<file path="src/rtl/cmd_seq_pkg.sv">
package cmd_seq_pkg;
  typedef enum logic [1:0] {
    ST_IDLE = 2'd0,
    ST_KEY1 = 2'd1,
    ST_KEY2 = 2'd2
  } seq_state_e;

  typedef enum logic [1:0] {
    ACT_NONE  = 2'd0,
    ACT_STORE = 2'd1,
    ACT_AEN   = 2'd2,
    ACT_ADIS  = 2'd3
  } seq_act_e;

  typedef struct packed {
    logic key1;
    logic key2;
    logic cmd_addr;
    logic c_store;
    logic c_aen;
    logic c_adis;
  } step_hits_t;
endpackage

</file>
<file path="src/rtl/cmd_step_match.sv">
module cmd_step_match
  import cmd_seq_pkg::*;
#(
  parameter int unsigned ADDR_W = 11,
  parameter int unsigned DATA_W = 8,
  parameter logic [ADDR_W-1:0] KEY1_ADDR = 11'h555,
  parameter logic [DATA_W-1:0] KEY1_DATA = 8'hAA,
  parameter logic [ADDR_W-1:0] KEY2_ADDR = 11'h2AA,
  parameter logic [DATA_W-1:0] KEY2_DATA = 8'h55,
  parameter logic [DATA_W-1:0] CODE_STORE = 8'h33,
  parameter logic [DATA_W-1:0] CODE_AEN   = 8'hCC,
  parameter logic [DATA_W-1:0] CODE_ADIS  = 8'hCD
) (
  input  logic [ADDR_W-1:0] addr_i,
  input  logic [DATA_W-1:0] data_i,
  output step_hits_t        hits_o
);
  logic a1, a2;

  assign a1 = (addr_i == KEY1_ADDR);
  assign a2 = (addr_i == KEY2_ADDR);

  always_comb begin
    hits_o          = '0;
    hits_o.key1     = a1 && (data_i == KEY1_DATA);
    hits_o.key2     = a2 && (data_i == KEY2_DATA);
    // third step shares the first key address
    hits_o.cmd_addr = a1;
    hits_o.c_store  = (data_i == CODE_STORE);
    hits_o.c_aen    = (data_i == CODE_AEN);
    hits_o.c_adis   = (data_i == CODE_ADIS);
  end
endmodule

</file>
<file path="src/rtl/cmd_seq_fsm.sv">
module cmd_seq_fsm
  import cmd_seq_pkg::*;
(
  input  logic       clk_i,
  input  logic       rst_ni,
  input  logic       wr_i,
  input  step_hits_t hits_i,
  output seq_state_e state_o,
  output seq_act_e   act_o
);
  seq_state_e state_q, state_d;

  always_comb begin
    state_d = state_q;
    act_o   = ACT_NONE;
    if (wr_i) begin
      state_d = hits_i.key1 ? ST_KEY1 : ST_IDLE;
      unique case (state_q)
        ST_KEY1: if (hits_i.key2) state_d = ST_KEY2;
        ST_KEY2: begin
          if (hits_i.cmd_addr) begin
            if      (hits_i.c_store) act_o = ACT_STORE;
            else if (hits_i.c_aen)   act_o = ACT_AEN;
            else if (hits_i.c_adis)  act_o = ACT_ADIS;
          end
          if (act_o != ACT_NONE) state_d = ST_IDLE;
        end
        default: ;
      endcase
    end
  end

  always_ff @(posedge clk_i or negedge rst_ni) begin
    if (!rst_ni) state_q <= ST_IDLE;
    else         state_q <= state_d;
  end

  assign state_o = state_q;
endmodule

</file>
<file path="src/rtl/cmd_action_reg.sv">
module cmd_action_reg
  import cmd_seq_pkg::*;
(
  input  logic     clk_i,
  input  logic     rst_ni,
  input  seq_act_e act_i,
  output logic     store_req_o,
  output logic     auto_en_o
);
  always_ff @(posedge clk_i or negedge rst_ni) begin
    if (!rst_ni) begin
      store_req_o <= 1'b0;
      auto_en_o   <= 1'b0;
    end else begin
      store_req_o <= (act_i == ACT_STORE);
      if (act_i == ACT_AEN)       auto_en_o <= 1'b1;
      else if (act_i == ACT_ADIS) auto_en_o <= 1'b0;
    end
  end
endmodule

</file>
<file path="src/rtl/cmd_seq_det.sv">
module cmd_seq_det
  import cmd_seq_pkg::*;
#(
  parameter int unsigned ADDR_W = 11,
  parameter int unsigned DATA_W = 8,
  parameter logic [ADDR_W-1:0] KEY1_ADDR = 11'h555,
  parameter logic [DATA_W-1:0] KEY1_DATA = 8'hAA,
  parameter logic [ADDR_W-1:0] KEY2_ADDR = 11'h2AA,
  parameter logic [DATA_W-1:0] KEY2_DATA = 8'h55,
  parameter logic [DATA_W-1:0] CODE_STORE = 8'h33,
  parameter logic [DATA_W-1:0] CODE_AEN   = 8'hCC,
  parameter logic [DATA_W-1:0] CODE_ADIS  = 8'hCD
) (
  input  logic              clk_i,
  input  logic              rst_ni,
  input  logic              cmd_wr_i,
  input  logic [ADDR_W-1:0] addr_i,
  input  logic [DATA_W-1:0] data_i,
  output logic              store_req_o,
  output logic              auto_en_o
);
  step_hits_t hits;
  seq_state_e state;
  seq_act_e   act;

  cmd_step_match #(
    .ADDR_W(ADDR_W), .DATA_W(DATA_W),
    .KEY1_ADDR(KEY1_ADDR), .KEY1_DATA(KEY1_DATA),
    .KEY2_ADDR(KEY2_ADDR), .KEY2_DATA(KEY2_DATA),
    .CODE_STORE(CODE_STORE), .CODE_AEN(CODE_AEN), .CODE_ADIS(CODE_ADIS)
  ) u_match (
    .addr_i(addr_i),
    .data_i(data_i),
    .hits_o(hits)
  );

  cmd_seq_fsm u_fsm (
    .clk_i  (clk_i),
    .rst_ni (rst_ni),
    .wr_i   (cmd_wr_i),
    .hits_i (hits),
    .state_o(state),
    .act_o  (act)
  );

  cmd_action_reg u_act (
    .clk_i      (clk_i),
    .rst_ni     (rst_ni),
    .act_i      (act),
    .store_req_o(store_req_o),
    .auto_en_o  (auto_en_o)
  );
endmodule

</file>
<file path="config.mk">
export PLATFORM = sky130hd
export DESIGN_NAME = cmd_seq_det
export DESIGN_NICKNAME = d
export VERILOG_FILES = /design/src/rtl/cmd_seq_pkg.sv /design/src/rtl/cmd_step_match.sv /design/src/rtl/cmd_seq_fsm.sv /design/src/rtl/cmd_action_reg.sv /design/src/rtl/cmd_seq_det.sv
export SDC_FILE = /design/constraint.sdc
export NUM_CORES = 1
export LEC_CHECK = 0
export BUFFER_PORTS_ARGS = -buffer_cell sky130_fd_sc_hd__buf_2
export CORE_AREA = 2 2 39 41
export CTS_BUF_LIST = sky130_fd_sc_hd__clkbuf_8
export DETAILED_ROUTE_END_ITERATION = 10
export DIE_AREA = 0 0 41 43
export SYNTH_ARGS = -nofsm -noshare
export SYNTH_HDL_FRONTEND = slang
export SYNTH_SLANG_ARGS = --single-unit
export TNS_END_PERCENT = 20
</file>
<file path="constraint.sdc">
create_clock -name clk_i -period 1.7 [get_ports clk_i]
set_input_delay 0.085 -clock clk_i [delete_from_list [all_inputs] [get_ports clk_i]]
set_output_delay 0.085 -clock clk_i [all_outputs]
set_load 0.02 [all_outputs]
</file>
=== Yosys cells after proc, flatten, opt, wreduce, memory -nomap -nowiden ===
Index checks and enable logic that the tools add are counted.
Widths: inputs -> output; s select.

* Flip-flop bits (word level): 4
* Latch bits: 0
* Memory bits (writable): 0
* ROM bits: 0
* Input bits: 22
* Output and inout port bits: 2
* Word-level logic and storage cells: 33
* Memories: 0

* Add/subtract/negate cells: 0
* Multiply operators: 0
* Divide/modulo/power cells: 0
* Order comparisons: 0
* Equal/unequal tests: 12
* Shift-type cells: 0
* Multiplexer cells: 14
* Bitwise gates (word level): 0
* Reduce and logical (&&, ||, !) cells: 4

{| class="wikitable"
|+ Operators with widths
! operator !! count
|-
| $eq 8x8->1 const B || 3
|-
| $mux 2 || 10
|-
| $eq 11x10->1 const B || 1
|-
| $eq 11x11->1 const B || 1
|-
| $eq 8x6->1 const B || 1
|-
| $eq 8x7->1 const B || 1
|-
| $eq 2x2->1 const B || 3
|-
| $eq 2x1->1 const B || 2
|-
| $pmux 2 s2 || 1
|-
| $reduce_bool 2->1 || 2
|-
| $mux 1 || 3
|-
| $logic_and 1x1->1 || 2
|}

=== Depth between registers and ports, before layout ===
Gate-level depths: netlist of run 1.

* Word-level depth: 12
* Depth in mapped cells: 5
* Gate-level depth less buffers: 5

=== By module ===
From an unflattened synthesis of run 1, not the netlist that was laid out.

* Cells, all modules: 47
* Area total of the unflattened synthesis: 412.9 um^2

{| class="wikitable"
|+ By module, submodules not included
! module !! instances !! cells each !! area each (um^2) !! seq. area each (um^2)
|-
| cmd_seq_fsm || 1 || 20 || 183.9 || 50.0
|-
| cmd_step_match || 1 || 22 || 158.9 || 0.0
|-
| cmd_action_reg || 1 || 5 || 70.1 || 50.0
|}

=== Least setup slack after synthesis of run 1 ===
Ideal clock, no wire load.

* Path type: input to register
* Start point: input port addr_i[9]
* End point: register u_act.auto_en_o
* Setup time: 122 ps
* Data arrival time: 1,336 ps
* Required time: 1,578 ps
* Setup slack: 242 ps
* Stages: 4
* Buffers on the path: 0
* Cell sequence: or4b_1 nor4_2 or3b_1 mux2i_1

* Longest elaborated chain between the ends: 8
* Elaborated cells between the ends (all ways): 10
* Classes of those cells: eq/ne (3); mux (6); reduce/logical (1)

{| class="wikitable"
|+ Ends and longest elaborated chain
! element !! RTL line !! source
|-
| start, declared || cmd_seq_det.sv:17 || <nowiki>input logic [ADDR_W-1:0] addr_i,</nowiki>
|-
| $eq 11x11->1 * || cmd_step_match.sv:20 || <nowiki>assign a1 = (addr_i == KEY1_ADDR);</nowiki>
|-
| $mux 2 * || cmd_seq_fsm.sv:21 || <nowiki>if (hits_i.cmd_addr) begin</nowiki>
|-
| $mux 2 * || cmd_seq_fsm.sv:18 || <nowiki>unique case (state_q)</nowiki>
|-
| $mux 2 * || cmd_seq_fsm.sv:16 || <nowiki>if (wr_i) begin</nowiki>
|-
| $mux 2 * || cmd_seq_fsm.sv:18 ||
|-
| $mux 2 * || cmd_seq_fsm.sv:16 ||
|-
| $eq 2x2->1 (on tied branches) || cmd_action_reg.sv:16, cmd_action_reg.sv:17 ||
|-
| $mux 1 / $reduce_bool 2->1 (equally long branches) || - ||
|-
| end signal, assigned || cmd_action_reg.sv:13 || <nowiki>auto_en_o <= 1'b0;</nowiki>
|-
| end signal, assigned || cmd_action_reg.sv:16 || <nowiki>if (act_i == ACT_AEN) auto_en_o <= 1'b1;</nowiki>
|-
| end signal, assigned || cmd_action_reg.sv:17 || <nowiki>else if (act_i == ACT_ADIS) auto_en_o <= 1'b0;</nowiki>
|-
| end, declared || cmd_action_reg.sv:8 || <nowiki>output logic auto_en_o</nowiki>
|}

Every way passes the cells marked *; elsewhere a longest branch is shown, timed or not. The select of a mux whose other input is x is not followed.
A chain may end at the register's enable or synchronous reset.

=== Worst setup path in the final report of run 1 ===
Ends and elaborated chain as after synthesis.

==> results of run 1 <==
-- sequential cells by signal (all words and copies together), names as in the netlist --
register	flops
u_act.auto_en_o	1
u_fsm.state_o	2
u_act.store_req_o	1
-- through the flow --
stage | cell area (um2) | util, % | total power [W]
after detailed placement | 505 | 36.5 | 0.000146
after global routing | 557 | 40.2 | 0.000357
after floorplan | 370 | - | 0.000111
after global placement | 505 | 36.5 | 0.000145
after CTS | 557 | 40.2 | 0.000347
final | 557 | 40.2 | 0.000343
-- critical path: stages --
cell and delay (ps):
buf_2 110, or4b_1 520, nor4_2 270, or3b_1 390
mux2i_1 120
-- power breakdown --
part              switching, W  leakage (nW)  internal (W)  total (W)
Sequential     0.0000000000982        0.0507     0.0000959  0.0000959
Combinational        0.0000213         0.175     0.0000293  0.0000506
Clock                0.0000459        0.0216      0.000151   0.000197
Total                0.0000673         0.247      0.000276   0.000343
-- logic make-up (layout without fill, tap and decap cells) --
| logic type | count (synthesis) | in the layout | share of synthesized area, % |
|---|---|---|---|
| AND/OR/NAND/NOR | 25 | 25 | 50.3 |
| AO/OA/AOI/OAI | 5 | 5 | 9.12 |
| flip-flops | 4 | 4 | 27.0 |
| buffers and inverters | 4 | 31 | 4.05 |
| adder cells (fa/ha/maj) | 2 | 2 | 6.76 |
| multiplexers | 1 | 1 | 2.70 |
-- area by class of cell --
class / instances / share of cell area (%)
sequential: 4 / 18.0
clock buffer: 3 / 7.42
multi-input combinational: 33 / 45.8
inverter: 4 / 2.70
timing repair buffer: 24 / 22.5
tap: 16 / 3.60
-- routing by layer --
metal	vias up	GRT usage (%)
met4	0	6.00
met5	-	0
li1	216	-
met1	191	14.4
met3	0	3.14
met2	12	18.1
-- cells in the final DEF, fill, tap and decap left out --
cell type and n:
nor3b_1 1, ha_1 2, nand2b_1 1, nor4_2 1, a311oi_1 1, or4b_1 1, or3b_1 1, inv_1 4
nor2_1 4, buf_2 23, nor4b_1 1, a31oi_1 1, nor4bb_1 7, clkbuf_8 3, a31o_1 1, mux2i_1 1
nand3_1 2, nand2_1 3, o21ai_0 1, nand4b_1 3, dfrtp_1 4, a21oi_1 1, dlygate4sd3_1 1
-- final timing paths --
| kind | from | to | slack (ps) |
|---|---|---|---|
| hold / removal | data_i[0] | u_act.auto_en_o | 80 |
| hold reg to reg | u_act.auto_en_o | u_act.auto_en_o | 520 |
| setup reg to reg | u_fsm.state_o[0] | u_act.auto_en_o | 400 |
| max in group asynchronous | rst_ni | u_act.auto_en_o | 1380 |
| setup / recovery | addr_i[9] | u_act.auto_en_o | 290 |
| min in group asynchronous | rst_ni | u_fsm.state_o[0] | 200 |
-- what timing repair did --
| item | 4_1_cts | 5_1_grt |
|---|---|---|
| hold endpoints to repair | 4 | 0 |
| setup endpoints to repair | 0 | 0 |
| hold buffers | 1 | 0 |
==> flow_metrics.py, run 1 <==
metrics = {
    "run_status": {
        "status": "finished, final reports clean",
    },
    "critical_path": {
        "end_kind": "flop",
        "crit_required_ps": 1790,
        "cp-start-kind": "input port",
        "worstRegToRegCells": 5,
        "crit_arrival_ps": 1500,
        "path_class": "input port to flop",
        "worst-path-max-fanout": 3,
    },
    "power_and_ir_drop": {
        "p_leak_nw": 0.247,
        "powerDensity_mw_per_mm2": 616,
        "max-vdd-ir-drop_uv": 157,
    },
    "worst_hold_path": {
        "hp-class": "input port to flop",
        "whs_path_depth": 2,
    },
    "synth": {
        "yosysWarningCount": 0,
        "synthFlopType": "dfrtp_1",
        "seq_area_frac_synth_pct": 27.0,
        "synth_top_cell_by_area": "dfrtp_1",
        "synth.net_count": 65,
        "syn_inst": 41,
        "yosys-top-cells-area": "dfrtp_1 (27%), nor4bb_1 (19%), nand4b_1 (7.1%)",
        "post_synth_num_cell_types": 20,
        "synth-seq-cells": 4,
        "synth_top_area_share_pct": 27.0,
        "syn_area_um2": 370,
        "synth_edf_count": 0,
        "yosys.cell_count.top_type": "nor4bb_1",
        "async_reset_ff_share_pct": 100,
        "synth_common_cells": "nor4bb_1 (7), dfrtp_1 (4), inv_1 (4), nor2_1 (4)",
        "synth.avg_cell_area_um2": 9.03,
    },
    "cts": {
        "cts_tree": "done",
        "cts_setup_buffers": 0,
        "path_clk_slew_ps": 30,
        "clock_path_buffers": 2,
        "cts_inserted_buffers": 3,
        "clk_latency_ps": 210,
        "cts_root_buf": "clkbuf_8",
        "cts_sinks": 4,
        "h-tree-depth": 1,
        "cts_resized": 0,
    },
    "route": {
        "drtIter0Drc": 4,
        "avgRoutedWirePerCell_um": 10.4,
        "antenna_left": 0,
        "vias": 419,
        "post-route-drc-count": 0,
        "wl_met1_um": 398,
        "wl_met2_um": 416,
        "dr.max_layer_used": "met3",
        "drt_wl_total_um": 874,
        "dr.pass1.iters": 2,
        "route.met3.wl_um": 59,
        "vias_per_cell": 4.99,
    },
    "timing": {
        "maxSlewViolCount": 0,
        "post-route-min-period_ps": 1410,
        "hold_violations": 0,
        "fin_hold_ws_ps": 78.0,
        "rsz0062_at_grt": "false",
        "tightest_slew_ps": 379,
        "finClkSkew_ps": 3.99,
        "finalSetupViolations": 0,
        "slew_headroom_pct": 74.4,
        "fmax_mhz": 710,
        "setup_tns_ps": 0,
        "setup_slack_ps": 292,
        "period_share_pct": 82.8,
    },
    "final_layout": {
        "syn_to_final_growth_pct": 50.3,
        "layoutNonFillerInstCount": 84,
        "antenna_cells": 0,
        "layout-drive-gt1-share_pct": 39.7,
        "fill_cells": 149,
        "multi_input_area_um2": 255,
        "final_nets": 94,
        "register_area_um2": 100,
    },
    "placement": {
        "port_buffers": 23,
        "preCtsSetupSlack_ps": 69.8,
        "dp_hpwl_um": 794,
        "place.gp.congestion": 0.786,
        "placed_cells": 80,
    },
    "grt": {
        "grt_start_max_net_pins": 6,
        "antenna_found_initial": 0,
        "grt_overflow_total": 0,
        "grt_pass1_vias": 398,
        "grt_pass1_wl_mm": 1.48,
        "grtUsageTotal_pct": 11.8,
    },
    "floorplan": {
        "ioPinCount": 24,
        "die_area_mm2": 0.00176,
        "coreArea_mm2": 0.00138,
        "start_util_pct": 26.8,
        "die_h_um": 43,
        "rows": 14,
        "die-width_um": 41,
    },
    "job": {
        "cap_violations": 0,
    },
}
Power figures use the tool's default switching activity.
==> run 2, diff against run 1 <==
- clock period: 1.7 -> 1.2 ns (I/O delays scaled with it)
==> flow_metrics.py, run 2 (synthesized netlist as in run 1, its figures left out) <==
metrics = {
    "timing": {
        "setup_tns_ps": -74.4,
        "fmax_mhz": 785,
        "tightest_slew_ps": 370,
        "rsz0062_at_grt": "true",
        "fin_hold_ws_ps": 52.6,
        "setup_slack_ps": -74.4,
        "slew_headroom_pct": 75.0,
        "finalSetupViolations": 1,
        "post-route-min-period_ps": 1270,
        "hold_violations": 0,
        "period_share_pct": 106,
        "maxSlewViolCount": 0,
        "finClkSkew_ps": 2.21,
    },
    "cts": {
        "path_clk_slew_ps": 30,
        "cts_root_buf": "clkbuf_8",
        "cts_inserted_buffers": 3,
        "cts_setup_buffers": 0,
        "cts_sinks": 4,
        "cts_tree": "done",
        "clock_path_buffers": 2,
        "h-tree-depth": 1,
        "clk_latency_ps": 210,
    },
    "final_layout": {
        "layout-drive-gt1-share_pct": 53.7,
        "final_util_pct": 50.5,
        "largest_register_ffs": 2,
        "antenna_cells": 0,
        "layout_commonest_cell": "buf_2",
        "final_nets": 108,
        "syn_to_final_growth_pct": 88.9,
        "final_cell_mix": "buf_2 (21), buf_4 (14), nor4bb_1 (7), nor2_1 (4), dfrtp_1 (4)",
    },
    "route": {
        "dr.pass1.iters": 1,
        "vias": 463,
        "vias_per_cell": 4.72,
        "drtIter0Drc": 0,
        "avgRoutedWirePerCell_um": 10.2,
        "post-route-drc-count": 0,
        "drt_wl_total_mm": 1.00,
        "antenna_left": 0,
    },
    "worst_hold_path": {
        "holdCritStartpoint": "data_i[0]",
        "hp-class": "input port to flop",
        "whs_path_depth": 2,
        "min_to": "u_act.auto_en_o",
    },
    "grt": {
        "grtUsageTotal_pct": 14.2,
        "grt_overflow_total": 0,
        "grt_pass1_wl_mm": 1.75,
        "antenna_found_initial": 0,
        "grt_pass1_vias": 476,
        "grt_start_max_net_pins": 5,
    },
    "critical_path": {
        "worstRegToRegCells": 5,
        "r2r_start": "u_fsm.state_o[0]",
        "crit_arrival_ps": 1370,
        "worst-path-max-fanout": 2,
        "crit_chain": "buf_6 -> or4b_4 -> nor4_4 -> or3b_1 -> mux2i_1",
        "crit_required_ps": 1290,
        "crit-reg2reg-capture": "u_act.auto_en_o",
        "max_stage_delay_ps": 540,
        "cp-start-kind": "input port",
        "cpMaxStageDelayCell": "or4b_4",
        "end_kind": "flop",
        "reg2reg_slack_ps": -50,
        "path_class": "input port to flop",
    },
    "placement": {
        "port_buffers": 23,
        "dp_hpwl_um": 860,
        "place.gp.congestion": 0.714,
    },
    "floorplan": {
        "coreArea_mm2": 0.00138,
        "rows": 14,
        "die-width_um": 41,
        "start_util_pct": 26.8,
        "ioPinCount": 24,
        "die_area_mm2": 0.00176,
        "die_h_um": 43,
    },
    "run_status": {
        "violations": "setup timing",
        "status": "finished with violations",
    },
    "power_and_ir_drop": {
        "max-vdd-ir-drop_uv": 409,
        "powerDensity_mw_per_mm2": 733,
        "p_leak_nw": 0.332,
    },
    "job": {
        "cap_violations": 0,
    },
}
[run 2: area by class of cell]
class / count / area [um2]
Fill cell: 133 / 684
Sequential cell: 4 / 100
Tap cell: 16 / 20.0
Multi-Input combinational cell: 33 / 280
Timing Repair Buffer: 38 / 243
Clock buffer: 3 / 41.3
Inverter: 4 / 15.0
[run 2: worst max-delay path: cells and delay by family]
family	cells	cell delay [ps]
multiplexers	1	130
AND/OR/NAND/NOR	3	1100
buffers and inverters	1	90
[run 2: worst max path at each step]
stage               startpoint               to  slack, ps  cells after the start
global route         addr_i[9]  u_act.auto_en_o       -140                      5
finish               addr_i[9]  u_act.auto_en_o        -70                      5
CTS                  addr_i[9]  u_act.auto_en_o        -80                      5
global placement     addr_i[9]  u_act.auto_en_o       -330                      5
floorplan            addr_i[9]  u_act.auto_en_o       -160                      4
detailed placement   addr_i[9]  u_act.auto_en_o       -340                      5
[run 2: through the flow]
| step | power [W] | worst slack (ps) | instances | area [um2] |
|---|---|---|---|---|
| 2_1_floorplan | 0.000158 | -159 | 41 | 370 |
| 3_3_place_gp | 0.000228 | -329 | 94 | 611 |
| 3_5_place_dp | 0.000230 | -338 | 94 | 611 |
| 4_1_cts | 0.000518 | -77.3 | 98 | 699 |
| 5_1_grt | 0.000543 | -140 | 98 | 699 |
| 6_report | 0.000512 | -74.4 | 98 | 699 |
[run 2: per-layer routing]
| layer | track usage [%] | vias up | wire length [um] |
|---|---|---|---|
| met5 | 0 | - | 0 |
| met4 | 4.00 | 0 | 0 |
| met3 | 4.71 | 0 | 35 |
| met2 | 24.1 | 11 | 533 |
| met1 | 16.0 | 209 | 436 |
| li1 | - | 243 | - |
[run 2: repair_timing]
item / CTS / global route
resized for setup: 7 / 0
hold buffers: 1 / 0
endpoints found under the hold margin: 4 / 0
setup endpoints to repair: 1 / 1
[run 2: power breakdown]
group	total (W)	internal, W	switching (W)
combinational	0.000102	0.0000654	0.0000367
sequential	0.000136	0.000136	0.000000000136
clock	0.000274	0.000213	0.0000613
total	0.000512	0.000414	0.0000980
==> run 3, diff against run 2 <==
- ABC_AREA: default -> 1
- PLACE_DENSITY: default -> 0.65
==> flow_metrics.py, run 3 <==
metrics = {
    "floorplan": {
        "ioPinCount": 24,
        "die_area_mm2": 0.00176,
        "die-width_um": 41,
        "coreArea_mm2": 0.00138,
        "die_h_um": 43,
        "rows": 14,
        "start_util_pct": 32.2,
    },
    "cts": {
        "cts_sinks": 4,
        "clock_path_buffers": 2,
        "cts_root_buf": "clkbuf_8",
        "h-tree-depth": 1,
        "cts_tree": "done",
        "clk_latency_ps": 210,
        "cts_inserted_buffers": 3,
        "path_clk_slew_ps": 30,
    },
    "route": {
        "drtIter0Drc": 14,
        "avgRoutedWirePerCell_um": 8.79,
        "post-route-drc-count": 0,
        "drt_wl_total_mm": 1.08,
        "vias": 541,
        "vias_per_cell": 4.40,
        "antenna_left": 0,
        "dr.pass1.iters": 4,
    },
    "final_layout": {
        "final_nets": 133,
        "fin_area_um2": 664,
        "layout-drive-gt1-share_pct": 33.6,
        "layout_commonest_cell": "buf_2",
        "largest_register_ffs": 2,
        "fill_cells": 151,
        "layoutNonFillerInstCount": 123,
        "syn_to_final_growth_pct": 49.2,
        "final_cell_mix": "buf_2 (23), nand2_1 (19), inv_1 (15), nor2_1 (15), nand3_1 (6)",
        "final_util_pct": 48.0,
        "antenna_cells": 0,
    },
    "power_and_ir_drop": {
        "max-vdd-ir-drop_uv": 310,
        "p_leak_nw": 0.354,
        "powerDensity_mw_per_mm2": 769,
    },
    "timing": {
        "fmax_mhz": 871,
        "slew_headroom_pct": 80.0,
        "maxSlewViolCount": 0,
        "tightest_slew_ps": 298,
        "setup_slack_ps": 51.7,
        "finClkSkew_ps": 0.612,
        "hold_violations": 0,
        "finalSetupViolations": 0,
        "post-route-min-period_ps": 1150,
        "period_share_pct": 95.7,
    },
    "synth": {
        "synth_top_cell_by_area": "dfrtp_1",
        "async_reset_ff_share_pct": 100,
        "synth_common_cells": "nand2_1 (19), inv_1 (17), nor2_1 (15)",
        "synth-seq-cells": 4,
        "yosys-top-cells-area": "dfrtp_1 (22%), nand2_1 (16%), inv_1 (14%)",
        "synth_top_area_share_pct": 22.5,
        "syn_inst": 79,
        "synth.avg_cell_area_um2": 5.64,
        "synth.net_count": 103,
        "yosys.cell_count.top_type": "nand2_1",
        "post_synth_num_cell_types": 14,
        "synth_edf_count": 0,
        "synthFlopType": "dfrtp_1",
        "syn_area_um2": 445,
        "seq_area_frac_synth_pct": 22.5,
        "yosysWarningCount": 0,
    },
    "grt": {
        "antenna_found_initial": 0,
        "grtUsageTotal_pct": 14.9,
        "grt_start_max_net_pins": 6,
        "grt_pass1_wl_mm": 1.86,
        "grt_pass1_vias": 518,
        "grt_overflow_total": 0,
    },
    "placement": {
        "preCtsSetupSlack_ps": 43.6,
        "port_buffers": 23,
        "dp_hpwl_um": 911,
        "place_area_um2": 581,
        "placed_cells": 118,
        "place.gp.congestion": 0.738,
    },
    "critical_path": {
        "path_delay_family": "flip-flops",
        "max_stage_delay_ps": 360,
        "end_kind": "flop",
        "worst-path-max-fanout": 2,
        "crit_arrival_ps": 1240,
        "path_class": "flop to flop",
        "cp-start-kind": "flop",
        "cpMaxStageDelayCell": "dfrtp_1",
        "worst-path-buf-inv": 2,
        "crit_required_ps": 1290,
        "crit_chain": "inv_2 -> ha_2 -> buf_4 -> o311ai_4 -> nand2_1",
    },
    "worst_hold_path": {
        "hp-class": "input port to flop",
    },
    "job": {
        "cap_violations": 0,
    },
    "run_status": {
        "status": "finished, final reports clean",
    },
}
-- run 3: what timing repair did --
action,in CTS,in global routing
setup buffers,0,1
hold buffers,1,0
setup endpoints to repair,0,2
gates resized for setup,0,7
hold endpoints to repair,4,0
-- run 3: power breakdown --
part            switching (W)  internal [W]   total, W
combinational       0.0000526     0.0000417  0.0000942
sequential     0.000000000155      0.000136   0.000136
clock               0.0000670      0.000214   0.000281
-- run 3: final cells by class --
class                      instances  area, um2  area share (%)
inverter                          17       63.8            9.60
tap                               16       20.0            3.01
clock buffer                       3       41.3            6.21
timing repair buffer              25        133            20.0
sequential                         4        100            15.1
multi-input combinational         58        307            46.1
-- run 3: worst paths after layout --
path                                  start                 to  slack (ps)  cells past startpoint
setup / recovery           u_fsm.state_o[0]   u_fsm.state_o[0]          50                      5
hold / removal                     cmd_wr_i   u_fsm.state_o[1]         120                      2
min in group asynchronous            rst_ni    u_act.auto_en_o         180                      2
hold reg to reg             u_act.auto_en_o    u_act.auto_en_o         540                      2
max in group asynchronous            rst_ni  u_act.store_req_o         900                      2
setup reg to reg           u_fsm.state_o[0]   u_fsm.state_o[0]          50                      5
-- run 3: metal layers --
layer	routed length, um	vias up	part of all wire (%)	GRT usage (%)
met5	0	-	0	0
li1	-	305	-	-
met3	46	0	4.3	3.14
met1	507	220	47	18.7
met4	0	0	0	4.00
met2	527	16	49	24.4
-- run 3: logic make-up (layout without fill, tap and decap cells) --
logic type | Yosys count | after routing | synth area share [%]
AND/OR/NAND/NOR | 53 | 53 | 53.1
buffers and inverters | 17 | 45 | 14.3
flip-flops | 4 | 4 | 22.5
AO/OA/AOI/OAI | 3 | 3 | 4.49
adder cells (fa/ha/maj) | 2 | 2 | 5.62
-- run 3: stage by stage --
stage                     hold WS, ps  setup TNS [ps]  power [W]
after floorplan                  -236               0   0.000173
after global placement           -129               0   0.000227
after detailed placement         -130               0   0.000228
after CTS                        85.7               0   0.000518
after global routing              135           -46.2   0.000539
final                             124               0   0.000511
